## src/rtl/pps_pkg.sv

```systemverilog
package pps_pkg;

    localparam int IDX_W     = 4;
    localparam int TABLE_LEN = 16;
    localparam int TIX_W     = $clog2(TABLE_LEN);

    localparam logic [1:0] MODE_STBY  = 2'd0;
    localparam logic [1:0] MODE_SLEEP = 2'd1;
    localparam logic [1:0] MODE_NORM  = 2'd2;

    typedef enum logic [1:0] {SG_WAKE, SG_ON, SG_OFF, SG_DOWN} seg_e;
    typedef enum logic [2:0] {OP_CMD, OP_DAT, OP_WAIT, OP_GUARD, OP_MARK, OP_TABLE, OP_END} op_e;

    typedef struct packed {
        op_e        op;
        logic [7:0] arg;
    } step_t;

    typedef struct packed {
        logic             run;
        seg_e             seg;
        seg_e             seg2;
        logic             two;
        logic [IDX_W-1:0] idx;
        logic [TIX_W-1:0] tix;
        logic [7:0]       wcnt;
        logic             wact;
        logic             eacc;
        logic [1:0]       tgt;
        logic             res;
        logic             res_old;
        logic             res_chg;
        logic [1:0]       mode;
        logic             pix;
        logic             err;
    } ctl_t;

    function automatic step_t mk(op_e o, logic [7:0] a);
        step_t s;
        s.op  = o;
        s.arg = a;
        return s;
    endfunction

    // Tuning table: even index is the register command, odd index its data.
    function automatic logic [8:0] table_word(logic [TIX_W-1:0] i);
        logic [7:0] r;
        logic [7:0] d;
        case (i[TIX_W-1:1])
            3'd0:    begin r = 8'hB1; d = 8'h56; end
            3'd1:    begin r = 8'hB2; d = 8'h33; end
            3'd2:    begin r = 8'hB3; d = 8'h11; end
            3'd3:    begin r = 8'hB4; d = 8'h02; end
            3'd4:    begin r = 8'hB5; d = 8'h2B; end
            3'd5:    begin r = 8'hB6; d = 8'h40; end
            3'd6:    begin r = 8'hB7; d = 8'h03; end
            default: begin r = 8'hB9; d = 8'h04; end
        endcase
        return i[0] ? {1'b1, d} : {1'b0, r};
    endfunction

endpackage

```

## src/rtl/pps_ms_tick.sv

```systemverilog
module pps_ms_tick #(
    parameter int CYC_PER_MS = 125000
) (
    input  logic clk,
    input  logic rst_n,
    input  logic restart,
    output logic tick
);
    localparam int CW = $clog2(CYC_PER_MS + 1);

    logic [CW-1:0] cnt_d, cnt_q;

    always_comb begin
        tick  = 1'b0;
        cnt_d = cnt_q + CW'(1);
        if (restart) begin
            cnt_d = '0;
        end else if (cnt_q == CW'(CYC_PER_MS - 1)) begin
            cnt_d = '0;
            tick  = 1'b1;
        end
    end

    always_ff @(posedge clk) begin
        if (!rst_n) cnt_q <= '0;
        else        cnt_q <= cnt_d;
    end
endmodule

```

## src/rtl/pps_guard.sv

```systemverilog
module pps_guard #(
    parameter int GUARD_CYC = 15000000
) (
    input  logic clk,
    input  logic rst_n,
    input  logic restart,
    output logic expired
);
    localparam int GW = $clog2(GUARD_CYC + 1);

    logic [GW-1:0] cnt_d, cnt_q;

    always_comb begin
        cnt_d = cnt_q;
        if (restart)              cnt_d = GW'(GUARD_CYC);
        else if (cnt_q != '0)     cnt_d = cnt_q - GW'(1);
    end

    assign expired = (cnt_q == '0);

    always_ff @(posedge clk) begin
        if (!rst_n) cnt_q <= GW'(GUARD_CYC);
        else        cnt_q <= cnt_d;
    end
endmodule

```

## src/rtl/pps_prog.sv

```systemverilog
module pps_prog
    import pps_pkg::*;
#(
    parameter int WAKE_MS   = 1,
    parameter int SETTLE_MS = 5
) (
    input  seg_e             seg,
    input  logic [IDX_W-1:0] idx,
    input  logic             qvga,
    output step_t            step
);
    localparam logic [7:0] WK = 8'(WAKE_MS);
    localparam logic [7:0] ST = 8'(SETTLE_MS);

    always_comb begin
        step = mk(OP_END, 8'h00);
        unique case (seg)
            SG_WAKE: case (idx)
                4'd0, 4'd2, 4'd4: step = mk(OP_CMD, 8'h00);
                4'd1, 4'd3, 4'd5, 4'd8: step = mk(OP_WAIT, WK);
                4'd6:  step = mk(OP_CMD, 8'hB0);
                4'd7:  step = mk(OP_DAT, 8'h11);
                4'd9:  step = mk(OP_CMD, 8'hBC);
                4'd10: step = mk(OP_DAT, 8'h28);
                4'd11: step = mk(OP_TABLE, 8'h00);
                default: step = mk(OP_END, 8'h00);
            endcase
            SG_ON: case (idx)
                4'd0:  step = mk(OP_GUARD, 8'h00);
                4'd1:  step = mk(OP_CMD, 8'hBC);
                4'd2:  step = mk(OP_DAT, qvga ? 8'h81 : 8'h80);
                4'd3:  step = mk(OP_CMD, 8'h3B);
                4'd4:  step = mk(OP_DAT, qvga ? 8'h22 : 8'h00);
                4'd5:  step = mk(OP_CMD, 8'hB0);
                4'd6:  step = mk(OP_DAT, 8'h16);
                4'd7:  step = mk(OP_CMD, 8'hB8);
                4'd8:  step = mk(OP_DAT, 8'hFF);
                4'd9:  step = mk(OP_DAT, 8'hF9);
                4'd10: step = mk(OP_CMD, 8'h29);
                4'd11: step = mk(OP_CMD, 8'h11);
                4'd12: step = mk(OP_MARK, 8'h00);
                4'd13: step = mk(OP_WAIT, ST);
                default: step = mk(OP_END, 8'h00);
            endcase
            SG_OFF: case (idx)
                4'd0: step = mk(OP_GUARD, 8'h00);
                4'd1: step = mk(OP_CMD, 8'h28);
                4'd2: step = mk(OP_CMD, 8'hB8);
                4'd3: step = mk(OP_DAT, 8'h80);
                4'd4: step = mk(OP_DAT, 8'h08);
                4'd5: step = mk(OP_CMD, 8'h10);
                4'd6: step = mk(OP_MARK, 8'h00);
                4'd7: step = mk(OP_WAIT, ST);
                default: step = mk(OP_END, 8'h00);
            endcase
            default: case (idx)
                4'd0: step = mk(OP_CMD, 8'hB0);
                4'd1: step = mk(OP_DAT, 8'h00);
                default: step = mk(OP_END, 8'h00);
            endcase
        endcase
    end
endmodule

```

## src/rtl/panel_power_seq.sv

```systemverilog
module panel_power_seq
    import pps_pkg::*;
#(
    parameter int CLK_KHZ   = 125000,
    parameter int GUARD_MS  = 120,
    parameter int WAKE_MS   = 1,
    parameter int SETTLE_MS = 5
) (
    input  logic       clk,
    input  logic       rst_n,
    input  logic       req_valid,
    input  logic [1:0] req_mode,
    input  logic       res_valid,
    input  logic       res_qvga_in,
    input  logic       wr_ready,
    input  logic       wr_err,
    output logic       wr_valid,
    output logic [8:0] wr_word,
    output logic       busy,
    output logic [1:0] mode,
    output logic       res_qvga,
    output logic       pix_clk_en,
    output logic       err_flag
);
    localparam int GUARD_CYC = GUARD_MS * CLK_KHZ;

    ctl_t  d, q;
    step_t step;
    logic  tick, tick_clr, guard_rst, guard_ok;

    pps_ms_tick #(.CYC_PER_MS(CLK_KHZ)) u_tick (
        .clk(clk), .rst_n(rst_n), .restart(tick_clr), .tick(tick));

    pps_guard #(.GUARD_CYC(GUARD_CYC)) u_guard (
        .clk(clk), .rst_n(rst_n), .restart(guard_rst), .expired(guard_ok));

    pps_prog #(.WAKE_MS(WAKE_MS), .SETTLE_MS(SETTLE_MS)) u_prog (
        .seg(q.seg), .idx(q.idx), .qvga(q.res), .step(step));

    always_comb begin
        d         = q;
        wr_valid  = 1'b0;
        wr_word   = '0;
        tick_clr  = 1'b0;
        guard_rst = 1'b0;
        if (!q.run) begin
            if (req_valid) begin
                d.err = (req_mode == 2'd3);
                if (req_mode == MODE_NORM) d.pix = 1'b1;
                if (req_mode != 2'd3 && req_mode == q.mode) begin
                    if (req_mode != MODE_NORM) d.pix = 1'b0;
                end else if (req_mode != 2'd3) begin
                    d.run     = 1'b1;
                    d.idx     = '0;
                    d.eacc    = 1'b0;
                    d.tgt     = req_mode;
                    d.res_chg = 1'b0;
                    if (q.mode == MODE_STBY) begin
                        d.seg  = SG_WAKE;
                        d.seg2 = SG_ON;
                        d.two  = (req_mode == MODE_NORM);
                    end else if (q.mode == MODE_SLEEP) begin
                        d.seg = (req_mode == MODE_NORM) ? SG_ON : SG_DOWN;
                        d.two = 1'b0;
                    end else begin
                        d.seg  = SG_OFF;
                        d.seg2 = SG_DOWN;
                        d.two  = (req_mode == MODE_STBY);
                    end
                end
            end else if (res_valid && res_qvga_in != q.res) begin
                d.err     = 1'b0;
                d.res     = res_qvga_in;
                d.res_old = q.res;
                if (q.mode == MODE_NORM) begin
                    d.run     = 1'b1;
                    d.idx     = '0;
                    d.eacc    = 1'b0;
                    d.tgt     = MODE_NORM;
                    d.res_chg = 1'b1;
                    d.seg     = SG_OFF;
                    d.seg2    = SG_ON;
                    d.two     = 1'b1;
                end
            end
        end else begin
            unique case (step.op)
                OP_CMD, OP_DAT: begin
                    wr_valid = 1'b1;
                    wr_word  = {step.op == OP_DAT, step.arg};
                    if (wr_ready) begin
                        d.eacc = q.eacc | wr_err;
                        d.idx  = q.idx + IDX_W'(1);
                    end
                end
                OP_TABLE: begin
                    wr_valid = 1'b1;
                    wr_word  = table_word(q.tix);
                    if (wr_ready) begin
                        d.eacc = q.eacc | wr_err;
                        d.tix  = q.tix + TIX_W'(1);
                        if (q.tix == TIX_W'(TABLE_LEN - 1)) d.idx = q.idx + IDX_W'(1);
                    end
                end
                OP_WAIT: begin
                    if (!q.wact) begin
                        d.wact   = 1'b1;
                        d.wcnt   = step.arg;
                        tick_clr = 1'b1;
                    end else if (tick) begin
                        if (q.wcnt <= 8'd1) begin
                            d.wact = 1'b0;
                            d.idx  = q.idx + IDX_W'(1);
                        end else begin
                            d.wcnt = q.wcnt - 8'd1;
                        end
                    end
                end
                OP_GUARD: if (guard_ok) d.idx = q.idx + IDX_W'(1);
                OP_MARK: begin
                    guard_rst = 1'b1;
                    d.idx     = q.idx + IDX_W'(1);
                end
                default: begin
                    if (q.two) begin
                        d.seg = q.seg2;
                        d.two = 1'b0;
                        d.idx = '0;
                    end else begin
                        d.run = 1'b0;
                        if (!q.eacc) begin
                            d.mode = q.tgt;
                            if (q.tgt != MODE_NORM) d.pix = 1'b0;
                        end else begin
                            d.err = 1'b1;
                            if (q.res_chg) d.res = q.res_old;
                        end
                    end
                end
            endcase
        end
    end

    always_ff @(posedge clk) begin
        if (!rst_n) begin
            q      <= '0;
            q.seg  <= SG_WAKE;
            q.seg2 <= SG_WAKE;
            q.mode <= MODE_STBY;
        end else begin
            q <= d;
        end
    end

    assign busy       = q.run;
    assign mode       = q.mode;
    assign res_qvga   = q.res;
    assign pix_clk_en = q.pix;
    assign err_flag   = q.err;
endmodule

```

## config.mk

```make
export PLATFORM = sky130hd
export DESIGN_NAME = panel_power_seq
export DESIGN_NICKNAME = d
export VERILOG_FILES = /design/src/rtl/pps_pkg.sv /design/src/rtl/pps_ms_tick.sv /design/src/rtl/pps_guard.sv /design/src/rtl/pps_prog.sv /design/src/rtl/panel_power_seq.sv
export SDC_FILE = /design/constraint.sdc
export NUM_CORES = 1
export LEC_CHECK = 0
export CAP_MARGIN = 40
export CORE_ASPECT_RATIO = 2
export CORE_MARGIN = 2
export CORE_UTILIZATION = 45
export DETAILED_ROUTE_END_ITERATION = 10
export PLACE_DENSITY = 0.62
export SYNTH_ARGS = -nofsm -noshare
export SYNTH_HDL_FRONTEND = slang
export SYNTH_SLANG_ARGS = --single-unit
```

## constraint.sdc

```tcl
create_clock -name clk -period 3.6 [get_ports clk]
set_clock_uncertainty 0.05 [all_clocks]
set_input_delay 0.54 -clock clk [delete_from_list [all_inputs] [get_ports clk]]
set_output_delay 0.54 -clock clk [all_outputs]
set_load 0.005 [all_outputs]
```

# After elaboration in Yosys (flattened, before gate mapping)
# Memories as Yosys holds them, arrays and structs flattened. A register that Yosys moved wholly into a read port is not among the register bits.
# Cells that the tools add are included.
[word_totals] word_cells=213 output_inout_bits=16 reg_bits=74 rom_bits=216 inputBits=9 mem_count=2
[memory_table] memory="(name not given)" depth=16 word_bits=9 read_ports=1 rd_clocked_by_memory_dff=1 wr=0 line="pps_prog.sv:18" rtl="SG_WAKE: case (idx)"
[memory_table] memory="(name not given)" depth=8 word_bits=9 read_ports=1 rd_clocked_by_memory_dff=1 wr=0 line="pps_prog.sv:45" rtl="SG_OFF: case (idx)"
[classes] n_reduce_logical=35 order_cmp=1 n_eq_ne=62 n_addsub=5 muxes=83 bitwise=7
[op_table] cell="$pmux W11 S14" count=1
[op_table] cell="$mux W10" count=5
[op_table] cell="$pmux W7 S7" count=1
[op_table] cell="$mux W4" count=9
[op_table] cell="$mux W9" count=4
[op_table] cell="$mux W1" count=35
[op_table] cell="$pmux W11 S3" count=1
[op_table] cell="$eq A4 B4 Y1 const B" count=7
[op_table] cell="$pmux W4 S7" count=1
[op_table] cell="$ne A3 B3 Y1 const B" count=9
[op_table] cell="$ne A2 B2 Y1 const B" count=13
[op_table] cell="$logic_not A24 Y1" count=1
[op_table] cell="$mux W3" count=8
[op_table] cell="$reduce_and A6 Y1" count=4
[op_table] cell="$reduce_bool A24 Y1" count=1
[op_table] cell="$sub A24 B1 Y24 const B" count=1
[op_table] cell="$pmux W11 S2" count=1
[op_table] cell="$pmux W4 S5" count=1
[op_table] cell="$pmux W9 S2" count=1
[op_table] cell="$add A17 B1 Y17 const B" count=1
[op_table] cell="$eq A17 B17 Y1 const B" count=1
[op_table] cell="$eq A4 B3 Y1 const B" count=4
[op_table] cell="$mux W2" count=8
[op_table] cell="$mux W8" count=2
[op_table] cell="34 further kinds" count=73

# Logic depth before layout (Yosys ltp)
# Gate-level depths: netlist of the first run.
[depth] ltp_word=13 mapped_depth=18 mapped_depth_nobuf=16

# Modules after synthesis
# Synthesis of the first run repeated with hierarchy kept, for this count alone.
[hier_totals] cells_unflattened=661 area_unflattened_um2=5175.0
[by_module_without_submodules] module="panel_power_seq" area_each_um2=2381.0 instances=1 cells_per_inst=308 seq_area_each_um2=660.6
[by_module_without_submodules] module="pps_guard" area_each_um2=1251.2 instances=1 cells_per_inst=145 seq_area_each_um2=480.5
[by_module_without_submodules] module="pps_ms_tick" area_each_um2=773.2 instances=1 cells_per_inst=88 seq_area_each_um2=340.3
[by_module_without_submodules] module="pps_prog" area_each_um2=769.5 instances=1 cells_per_inst=120 seq_area_each_um2=0.0

# Worst setup path after synthesis of the first run
# OpenSTA, ideal clock, no wires.
[synth_timing] kind="flip-flop to flip-flop" from="register q[23] in the netlist's numbering" to="register with a tool-made name" setup_time_ps=128 arrival_time_ps=3286 path_buffers=2 synth_period_minus_slack_ps=3464 path_stages_with_launch=19 required_ps=3422 path_slack_ps=136 cell_sequence="dfxtp_1 -> inv_1 -> ha_1 -> clkbuf_1 -> nor4b_1 -> a211oi_1 -> nor3_1 -> o31ai_2 -> o21ai_1 -> buf_2 -> o22a_2 -> nand3_2 -> o21ai_0 -> and2_1 -> inv_1 -> ha_1 -> inv_1 -> a2bb2oi_1 -> o211ai_1"
[synth_rtl] item="from (decl)" line="panel_power_seq.sv:27" rtl="ctl_t d, q;"

# Worst setup path after layout of the first run
[layout_timing] from="register q[23] in the netlist's numbering" to="output port wr_word[7]"
[layout_via] elab_chain_len=7 elab_cells_between_ends=23 classes_between="eq/ne: 15; mux: 5; reduce/logical: 3"
[layout_lines] item="$eq A4 B4 Y1 (tied with other cells)" line="pps_prog.sv:28" rtl="SG_ON: case (idx)"
[layout_lines] item="$pmux W11 S14 / $pmux W11 S2 (equally long branches)" line="pps_prog.sv:28, pps_prog.sv:56"
[layout_lines] item="$pmux W11 S3 (*)" line="pps_prog.sv:17" rtl="unique case (seg)"
[layout_lines] item="$eq A3 B1 Y1 / $logic_not A3 Y1 (equally long branches)" line="panel_power_seq.sv:87" rtl="unique case (step.op)"
[layout_lines] item="$reduce_or A2 Y1"
[layout_lines] item="$pmux W9 S2 (*)" line="panel_power_seq.sv:87"
[layout_lines] item="$mux W9 (*)" line="panel_power_seq.sv:46" rtl="if (!q.run) begin"
[layout_lines] item="to (decl)" line="panel_power_seq.sv:18" rtl="output logic [8:0] wr_word,"
# Every way passes the cells marked *; elsewhere a longest branch is shown, timed or not.

==> results of run 1 <==
area by class of cell:
| cell class | count | area, um2 |
|---|---|---|
| fill | 1118 | 4980 |
| clock buffer | 9 | 225 |
| timing repair buffer | 98 | 823 |
| multi-input combinational | 543 | 3520 |
| clock inverter | 7 | 76.3 |
| inverter | 36 | 140 |
| sequential | 91 | 1830 |
| tap | 145 | 181 |
power breakdown:
part,switching (uW),internal [uW],total (uW)
clock network,448,495,943
logic,292,225,517
registers,49.9,1050,1100
total,789,1770,2560
cells in the final DEF, fill, tap and decap left out, types with 20 or more instances in the layout:
master / instances
a21oi_1: 45
buf_4: 71
xnor2_1: 20
dfxtp_1: 87
nand2_1: 59
nand3_1: 23
clkdlybuf4s50_1: 21
inv_1: 31
o21ai_0: 39
nor2_1: 105
routing by layer:
metal	wire, um	track usage	vias up
met5	0	0	-
met4	872	0.139	0
met3	409	0.0322	56
met2	8740	0.472	112
met1	5840	0.225	2538
li1	-	-	2633
logic make-up after synthesis:
logic type / count (synthesis) / share of synthesized area
flip-flops: 91 / 0.334
XOR/XNOR: 36 / 0.0578
buffers and inverters: 71 / 0.0548
AND/OR/NAND/NOR: 299 / 0.273
multiplexers: 8 / 0.0149
adder cells (fa/ha/maj): 18 / 0.0413
AO/OA/AOI/OAI: 182 / 0.224
worst max-delay path by stage:
stage / startpoint / cells after the start / endpoint
2_1_floorplan: q[23] / 18 / flop
3_3_place_gp: q[23] / 15 / flop
3_5_place_dp: q[23] / 14 / flop
4_1_cts: q[23] / 12 / wr_word[8]
5_1_grt: q[24] / 11 / wr_word[7]
6_report: q[23] / 12 / wr_word[7]
through the flow:
step	cell area (um2)	TNS [ns]	std cells
2_1_floorplan	5460	0	705
3_3_place_gp	6170	0	899
3_5_place_dp	6170	0	899
4_1_cts	6590	-0.0209	923
5_1_grt	6790	-0.924	929
6_report	6790	-0.0246	929
repair_timing:
action                                 in CTS  in global routing
setup endpoints to repair                   8                 26
hold buffers                                0                  0
gates resized for setup                    15                 38
buffers inserted                            8                  6
pin swaps                                   5                  7
endpoints found under the hold margin       0                  0
==> flow_summary.yaml, run 1 <==
setup_path:
  critical_path_buf_inv_count: 4
  cp_top_family: "buffers and inverters"
  critPathSlowestCell: "clkdlybuf4s50_1"
  crit_required_ns: 3.01
  reg2reg_depth: 18
  critPathMaxFanout: 4
  cpMostUsedCell: "buf_4"
  rrSetupSlack_ns: 0.06
  cp_data_arrival_time_ns: 3.03
  critical-path-max-stage-delay_ns: 0.52
  r2r-start: "q[23]"
  startpoint_type: "flop"
  cp-end-kind: "output port"
  crit_type: "reg -> out"
  path_cells: "buf_4 > ha_1 > a21oi_2 > o22ai_2 > buf_4 > a21oi_1 > or3_1 > a21boi_0 > buf_4 > nand3_1 > a21oi_1 > clkdlybuf4s50_1"
detailed_routing:
  first_pass_iters: 5
  drtIter0Drc: 221
  avgViaCountPerCell: 5.75
  routed_wirelength_mm: 15.9
  avgRoutedWirePerCell_um: 17.1
  route.antenna.remaining_nets: 0
  vias: 5339
  drc: 0
grt:
  grt_max_degree: 27
  grt_antenna_before_repair: 0
  grtUsageTotal: 0.243
  grt_pass1_vias: 5221
  grt_pass1_wl_mm: 24.6
  overflow: 0
floorplanning:
  rows: 56
  dieHeight_um: 160
  start_util: 0.463
  coreArea_mm2: 0.0118
  fp.dieW_um: 81.9
  pin_count: 25
  die_area_mm2: 0.0131
synthesis:
  ys_types: 77
  synth_edf_count: 0
  ys_ff_latch: 91
  synth.area.top_cells: "dfxtp_1 33%, nor2_1 7.4%, a21oi_1 4.5%"
  synthCells: 705
  synth_commonest_cells: "108 x nor2_1, 91 x dfxtp_1, 60 x nand2_1, 49 x a21oi_1, 44 x o21ai_0"
  ys.flop_type: "dfxtp_1"
  synth-seq-area-share: 0.334
  avgSynthCellArea_um2: 7.74
  yosysMostFrequentCell: "nor2_1"
  synth_nets: 732
  synth_top_area_frac: 0.334
  synth.cell_area_mm2: 0.00546
  yosysTopAreaCell: "dfxtp_1"
  synthArstFlopShare: 0
  synth_warnings: 0
worst_hold_path:
  holdPathStages: 1
  hp-start: "u_tick.cnt_q[0]"
  worstHoldPathType: "reg -> reg"
  hold-path-endpoint: "u_tick.cnt_q[0]"
cts:
  numClockSinks: 91
  cts_tree: "done"
  path_clk_slew_ns: 0.07
  cts_root_buf: "clkbuf_16"
  cts_htree_levels: 3
  worstSkewPairLatency_ns: 0.35
  clock_path_buffers: 2
  cts_buffers: 9
timing:
  rsz0062_at_grt: "true"
  finalSetupViolations: 1
  holdWs_ns: 0.422
  fin_crit_ns: 3.62
  setup_ws_ns: -0.0246
  hold_viol: 0
  slew_headroom: 0.538
  fin_crit_sh: 1.01
  fmax_ghz: 0.276
  worst_pin_slew_ns: 0.688
  final_max_slew_viol_count: 0
finish:
  fin_nets: 806
  syn_to_final_growth_pct: 24.5
  n_antenna_cell: 0
  post-route-util: 0.577
  drive_above_1_share: 0.179
placement:
  post-place-ws_ns: 0.0491
  io_buffer_count: 24
  dp_hpwl_mm: 12.2
  gp_congestion: 1.01
pwr:
  total_power_uw: 2560
  power.density_mw_per_mm2: 377
  vdd_drop_max_mv: 0.289
  power_leakage_uw: 0.00269
run:
  max_cap_violations: 0
outcome:
  failed_checks: "setup timing"
  status: "finished with violations"
Power figures use the tool's default switching activity.
==> inputs of run 2 (changes only) <==
Settings changed: CORE_ASPECT_RATIO 2 to default, PLACE_DENSITY 0.62 to default.
==> run 2 against run 1 <==
Compared with the run above:
- the flow now finishes without violations
- non-clock buffer count is 11 lower
- via count is 2.7% lower
- critical endpoint is now wr_word[5]
- utilization shrank 1.2 points
- power up 2.2%
- combinational power is 2% lower
- routed wire length is 8.7% lower
- sequential share of layout area increased by 0.26 points
- clock power grew 7%
- sequential power about the same
- register-to-register slack better by 0.11 ns
==> flow_summary.yaml, run 2 (synthesis results as in run 1) <==
setup_path:
  path_cells: "clkinvlp_4 > ha_4 > nor4b_4 > a211oi_4 > nor3_4 > nor2_2 > o21a_1 > o21ai_2 > nor2_2 > a21oi_1 > nor2_1 > clkdlybuf4s50_1"
  crit_type: "reg -> out"
  cpMostUsedCell: "nor2_2"
  cp_top_family: "simple AND/OR/NAND/NOR gates"
  cp_data_arrival_time_ns: 2.93
  crit_required_ns: 3.01
  critical_path_buf_inv_count: 2
  startpoint_type: "flop"
  cp-end-kind: "output port"
  critical-path-max-stage-delay_ns: 0.43
  critPathSlowestCell: "clkdlybuf4s50_1"
  critPathMaxFanout: 6
floorplanning:
  fp.dieW_um: 114
  pin_count: 25
  die_area_mm2: 0.0130
  dieHeight_um: 114
  start_util: 0.458
  coreArea_mm2: 0.0119
  rows: 40
timing:
  final_max_slew_viol_count: 0
  finalSetupViolations: 0
  rsz0062_at_grt: "true"
  fmax_ghz: 0.284
  holdWs_ns: 0.416
  fin_crit_ns: 3.52
  worst_pin_slew_ns: 0.676
  hold_viol: 0
  slew_headroom: 0.546
  fin_crit_sh: 0.976
grt:
  grt_pass1_wl_mm: 24.0
  grt_antenna_before_repair: 0
  grt_pass1_vias: 4914
  grt_max_degree: 27
  grtUsageTotal: 0.230
  overflow: 0
cts:
  worstSkewPairLatency_ns: 0.35
  cts_tree: "done"
  clock_path_buffers: 2
  cts_buffers: 9
  cts_root_buf: "clkbuf_16"
  cts_htree_levels: 3
  numClockSinks: 91
  path_clk_slew_ns: 0.07
detailed_routing:
  first_pass_iters: 5
  avgViaCountPerCell: 5.65
  avgRoutedWirePerCell_um: 15.7
  route.antenna.remaining_nets: 0
  vias: 5194
  drc: 0
  drtIter0Drc: 439
  routed_wirelength_mm: 14.5
outcome:
  status: "finished, final reports clean"
worst_hold_path:
  worstHoldPathType: "reg -> reg"
placement:
  dp_hpwl_mm: 10.5
  gp_congestion: 0.832
  io_buffer_count: 24
finish:
  fin_nets: 795
  layout_common_cells: "101 x nor2_1, 88 x dfxtp_1, 61 x buf_4"
  drive_above_1_share: 0.171
  n_antenna_cell: 0
  syn_to_final_growth_pct: 23.4
  mostFrequentLayoutCell: "nor2_1"
pwr:
  total_power_uw: 2620
  vdd_drop_max_mv: 0.318
  power.density_mw_per_mm2: 389
  power_leakage_uw: 0.00267
run:
  max_cap_violations: 0
## run 2: changes by cell type in the layout (fill, tap and decap cells not counted), sizes merged
cell / change
clkdlybuf4s50: -2
bufinv: +1
clkbuf: +2
inv: -3
clkinvlp: +2
buf: -11
dlymetal6s2s: +2
clkinv: -2
## run 2: final timing paths
check | startpoint | endpoint | slack (ns) | depth (start not counted)
worst min-delay path | u_tick.cnt_q[0] | u_tick.cnt_q[0] | 0.42 | 1
worst max-delay path | q[23] | wr_word[5] | 0.08 | 12
worst max register to register | q[23] | flop | 0.17 | 17
worst min register to register | u_tick.cnt_q[0] | u_tick.cnt_q[0] | 0.42 | 1
## run 2: power breakdown
group          internal [uW]  switching (uW)  leakage [uW]
sequential              1050            45.9      0.000739
combinational            222             286       0.00177
clock                    584             429      0.000153
total                   1850             761       0.00267
## run 2: layout make-up
cell class / instances / area, um2
Fill cell: 1095 / 5180
Clock inverter: 5 / 63.8
Inverter: 36 / 144
Clock buffer: 11 / 253
Sequential cell: 91 / 1830
Timing Repair Buffer: 87 / 733
Tap cell: 147 / 184
Multi-Input combinational cell: 543 / 3530
## run 2: routing by layer
metal / wire (um) / global-route usage / share of wire / vias up
met5: 0 / 0 / 0 / -
met4: 361 / 0.105 / 0.025 / 0
met3: 434 / 0.0371 / 0.030 / 26
met2: 6920 / 0.373 / 0.48 / 102
met1: 6770 / 0.303 / 0.47 / 2446
li1: - / - / - / 2620
## run 2: per-stage QoR
step | utilization | std cells | area [um2] | setup TNS, ns | setup WS [ns]
4_1_cts | 0.547 | 911 | 6520 | -0.0528 | -0.0234
3_5_place_dp | 0.512 | 891 | 6100 | -0.00504 | -0.00504
6_report | 0.565 | 920 | 6730 | 0 | 0.0848
5_1_grt | 0.565 | 920 | 6730 | -0.147 | -0.0587
2_1_floorplan | - | 705 | 5460 | 0 | 0.136
3_3_place_gp | 0.512 | 891 | 6100 | -0.0347 | -0.0295
## run 2: timing repair
| action | 4_1_cts | 5_1_grt |
|---|---|---|
| setup buffers | 4 | 9 |
| hold buffers | 0 | 0 |
| pin swaps | 4 | 11 |
| setup endpoints to repair | 11 | 25 |
| gates resized for setup | 18 | 43 |
==> inputs of run 3 (changes only) <==
Settings changed: CORE_UTILIZATION 45 to 55, CTS_CLUSTER_DIAMETER from default to 150, PLACE_DENSITY from default to 0.76, SKIP_LAST_GASP from default to 1.
==> run 3 against run 2 <==
Compared with the run above:
- clock power decreased by 27%
- fmax decreased by 1.3%
- design area decreased by 3.7%
- count of clock-buffer cells in the layout decreased by 2
- non-clock buffer count decreased by 10
- via count increased by 2.5%
- largest power group unchanged
- critical endpoint unchanged
- setup slack got worse by 0.047 ns
- power decreased by 12%
- routed wire length decreased by 3.9%
- die area decreased by 18%
==> flow_summary.yaml, run 3 (synthesis results as in run 1) <==
detailed_routing:
  vias: 5326
  routed_wirelength_mm: 13.9
  route.antenna.remaining_nets: 0
  avgRoutedWirePerCell_um: 15.5
  first_pass_iters: 6
  avgViaCountPerCell: 5.94
  drc: 0
  drtIter0Drc: 336
cts:
  cts_buffers: 9
  cts_hold_buf: 0
  cts_htree_levels: 3
  path_clk_slew_ns: 0.10
  numClockSinks: 91
  worstSkewPairLatency_ns: 0.37
  cts_tree: "done"
  clock_path_buffers: 2
  cts_root_buf: "clkbuf_8"
grt:
  grt_antenna_before_repair: 0
  grt_pass1_vias: 5059
  grt_pass1_wl_mm: 23.4
  grtUsageTotal: 0.261
  grt_max_degree: 27
  overflow: 0
timing:
  finalSetupViolations: 0
  rsz0062_at_grt: "true"
  holdWs_ns: 0.416
  fmax_ghz: 0.281
  final_max_slew_viol_count: 0
  setup_ws_ns: 0.0376
  worst_pin_slew_ns: 0.634
  fin_crit_sh: 0.990
  slew_headroom: 0.573
  hold_viol: 0
  fin_crit_ns: 3.56
floorplanning:
  rows: 36
  coreArea_mm2: 0.00968
  dieHeight_um: 104
  die_area_mm2: 0.0107
  fp.dieW_um: 104
  pin_count: 25
  start_util: 0.563
setup_path:
  cp-end-kind: "output port"
  startpoint_type: "flop"
  cp_data_arrival_time_ns: 2.97
  critPathMaxFanout: 6
  crit_type: "reg -> out"
  crit_required_ns: 3.01
finish:
  syn_to_final_growth_pct: 18.9
  n_antenna_cell: 0
  layout_common_cells: "106 x nor2_1, 86 x dfxtp_1, 59 x nand2_1"
  drive_above_1_share: 0.155
  fin_nets: 785
  mostFrequentLayoutCell: "nor2_1"
placement:
  io_buffer_count: 24
  gp_congestion: 0.926
  post-place-ws_ns: -0.0539
  dp_hpwl_mm: 10.0
worst_hold_path:
  worstHoldPathType: "reg -> reg"
pwr:
  vdd_drop_max_mv: 0.279
  total_power_uw: 2310
  pwr-share-seq: 0.478
  comb_power_share: 0.201
  p_int_uw: 1580
  power_leakage_uw: 0.00256
  clkPwrFrac: 0.321
  power.density_mw_per_mm2: 356
  swShare: 0.314
  p_switching_uw: 724
outcome:
  status: "finished, final reports clean"
run:
  max_cap_violations: 0
-- run 3: cell types whose count changed in the layout (fill, tap and decap cells not counted), sizes merged --
cell,before,now
clkinvlp,2,1
clkinv,1,3
clkbuf,11,9
buf,63,53
inv,37,38
-- run 3: routing by layer --
metal	global-route usage	vias to the layer above	wire length (um)
li1	-	2598	-
met1	0.322	2471	5910
met2	0.445	210	6650
met3	0.0610	47	878
met4	0.0956	0	476
met5	0	-	0
-- run 3: timing repair --
item / in CTS / in global routing
endpoints found under the hold margin: 0 / 0
gates resized for setup: 22 / 27
cloned: 0 / 0
buffers inserted: 1 / 4
pin swaps: 3 / 6
endpoints found under the setup margin: 15 / 21
-- run 3: final cells by class --
cell class              count  area [um2]
clock buffers               9         124
clock inverters             7        83.8
fillers                   793        3200
inverters                  36         140
multi-input cells         543        3480
flip-flops and latches     91        1830
well taps                 133         166
repair buffers             77         654
-- run 3: path summary, 6_finish.rpt --
check | cells after the start | endpoint | slack [ns] | start
max | 12 | wr_word[5] | 0.04 | q[23]
min | 1 | u_tick.cnt_q[0] | 0.42 | u_tick.cnt_q[0]
max reg2reg | 16 | flop | 0.20 | q[23]
min reg2reg | 1 | u_tick.cnt_q[0] | 0.42 | u_tick.cnt_q[0]
-- run 3: worst max-delay path, cell delays in order (launching register included) --
cell	delay (ns)
dfxtp_4	0.37
buf_4	0.16
ha_4	0.20
nor4b_4	0.31
a211oi_4	0.07
nor3_2	0.23
nor2_1	0.18
o21a_1	0.14
o21ai_1	0.22
nor2_1	0.07
a21oi_1	0.14
nor2_1	0.05
clkdlybuf4s50_1	0.45
-- run 3: through the flow --
| stage | area, um2 | std cells | TNS, ns | utilization |
|---|---|---|---|---|
| global route | 6480 | 896 | -0.318 | 0.670 |
| floorplan | 5460 | 705 | 0 | - |
| global placement | 6060 | 875 | 0 | 0.626 |
| CTS | 6360 | 892 | 0 | 0.657 |
| finish | 6480 | 896 | 0 | 0.670 |
| detailed placement | 6060 | 875 | -0.109 | 0.626 |
-- run 3: power groups by stage --
stage | Clock, uW | Sequential, uW | Combinational, uW
after CTS | 751 | 1100 | 442
after global routing | 798 | 1110 | 508
final | 741 | 1100 | 463
after floorplan | 0 | 1100 | 296
after detailed placement | 0 | 1120 | 434
after global placement | 0 | 1120 | 428
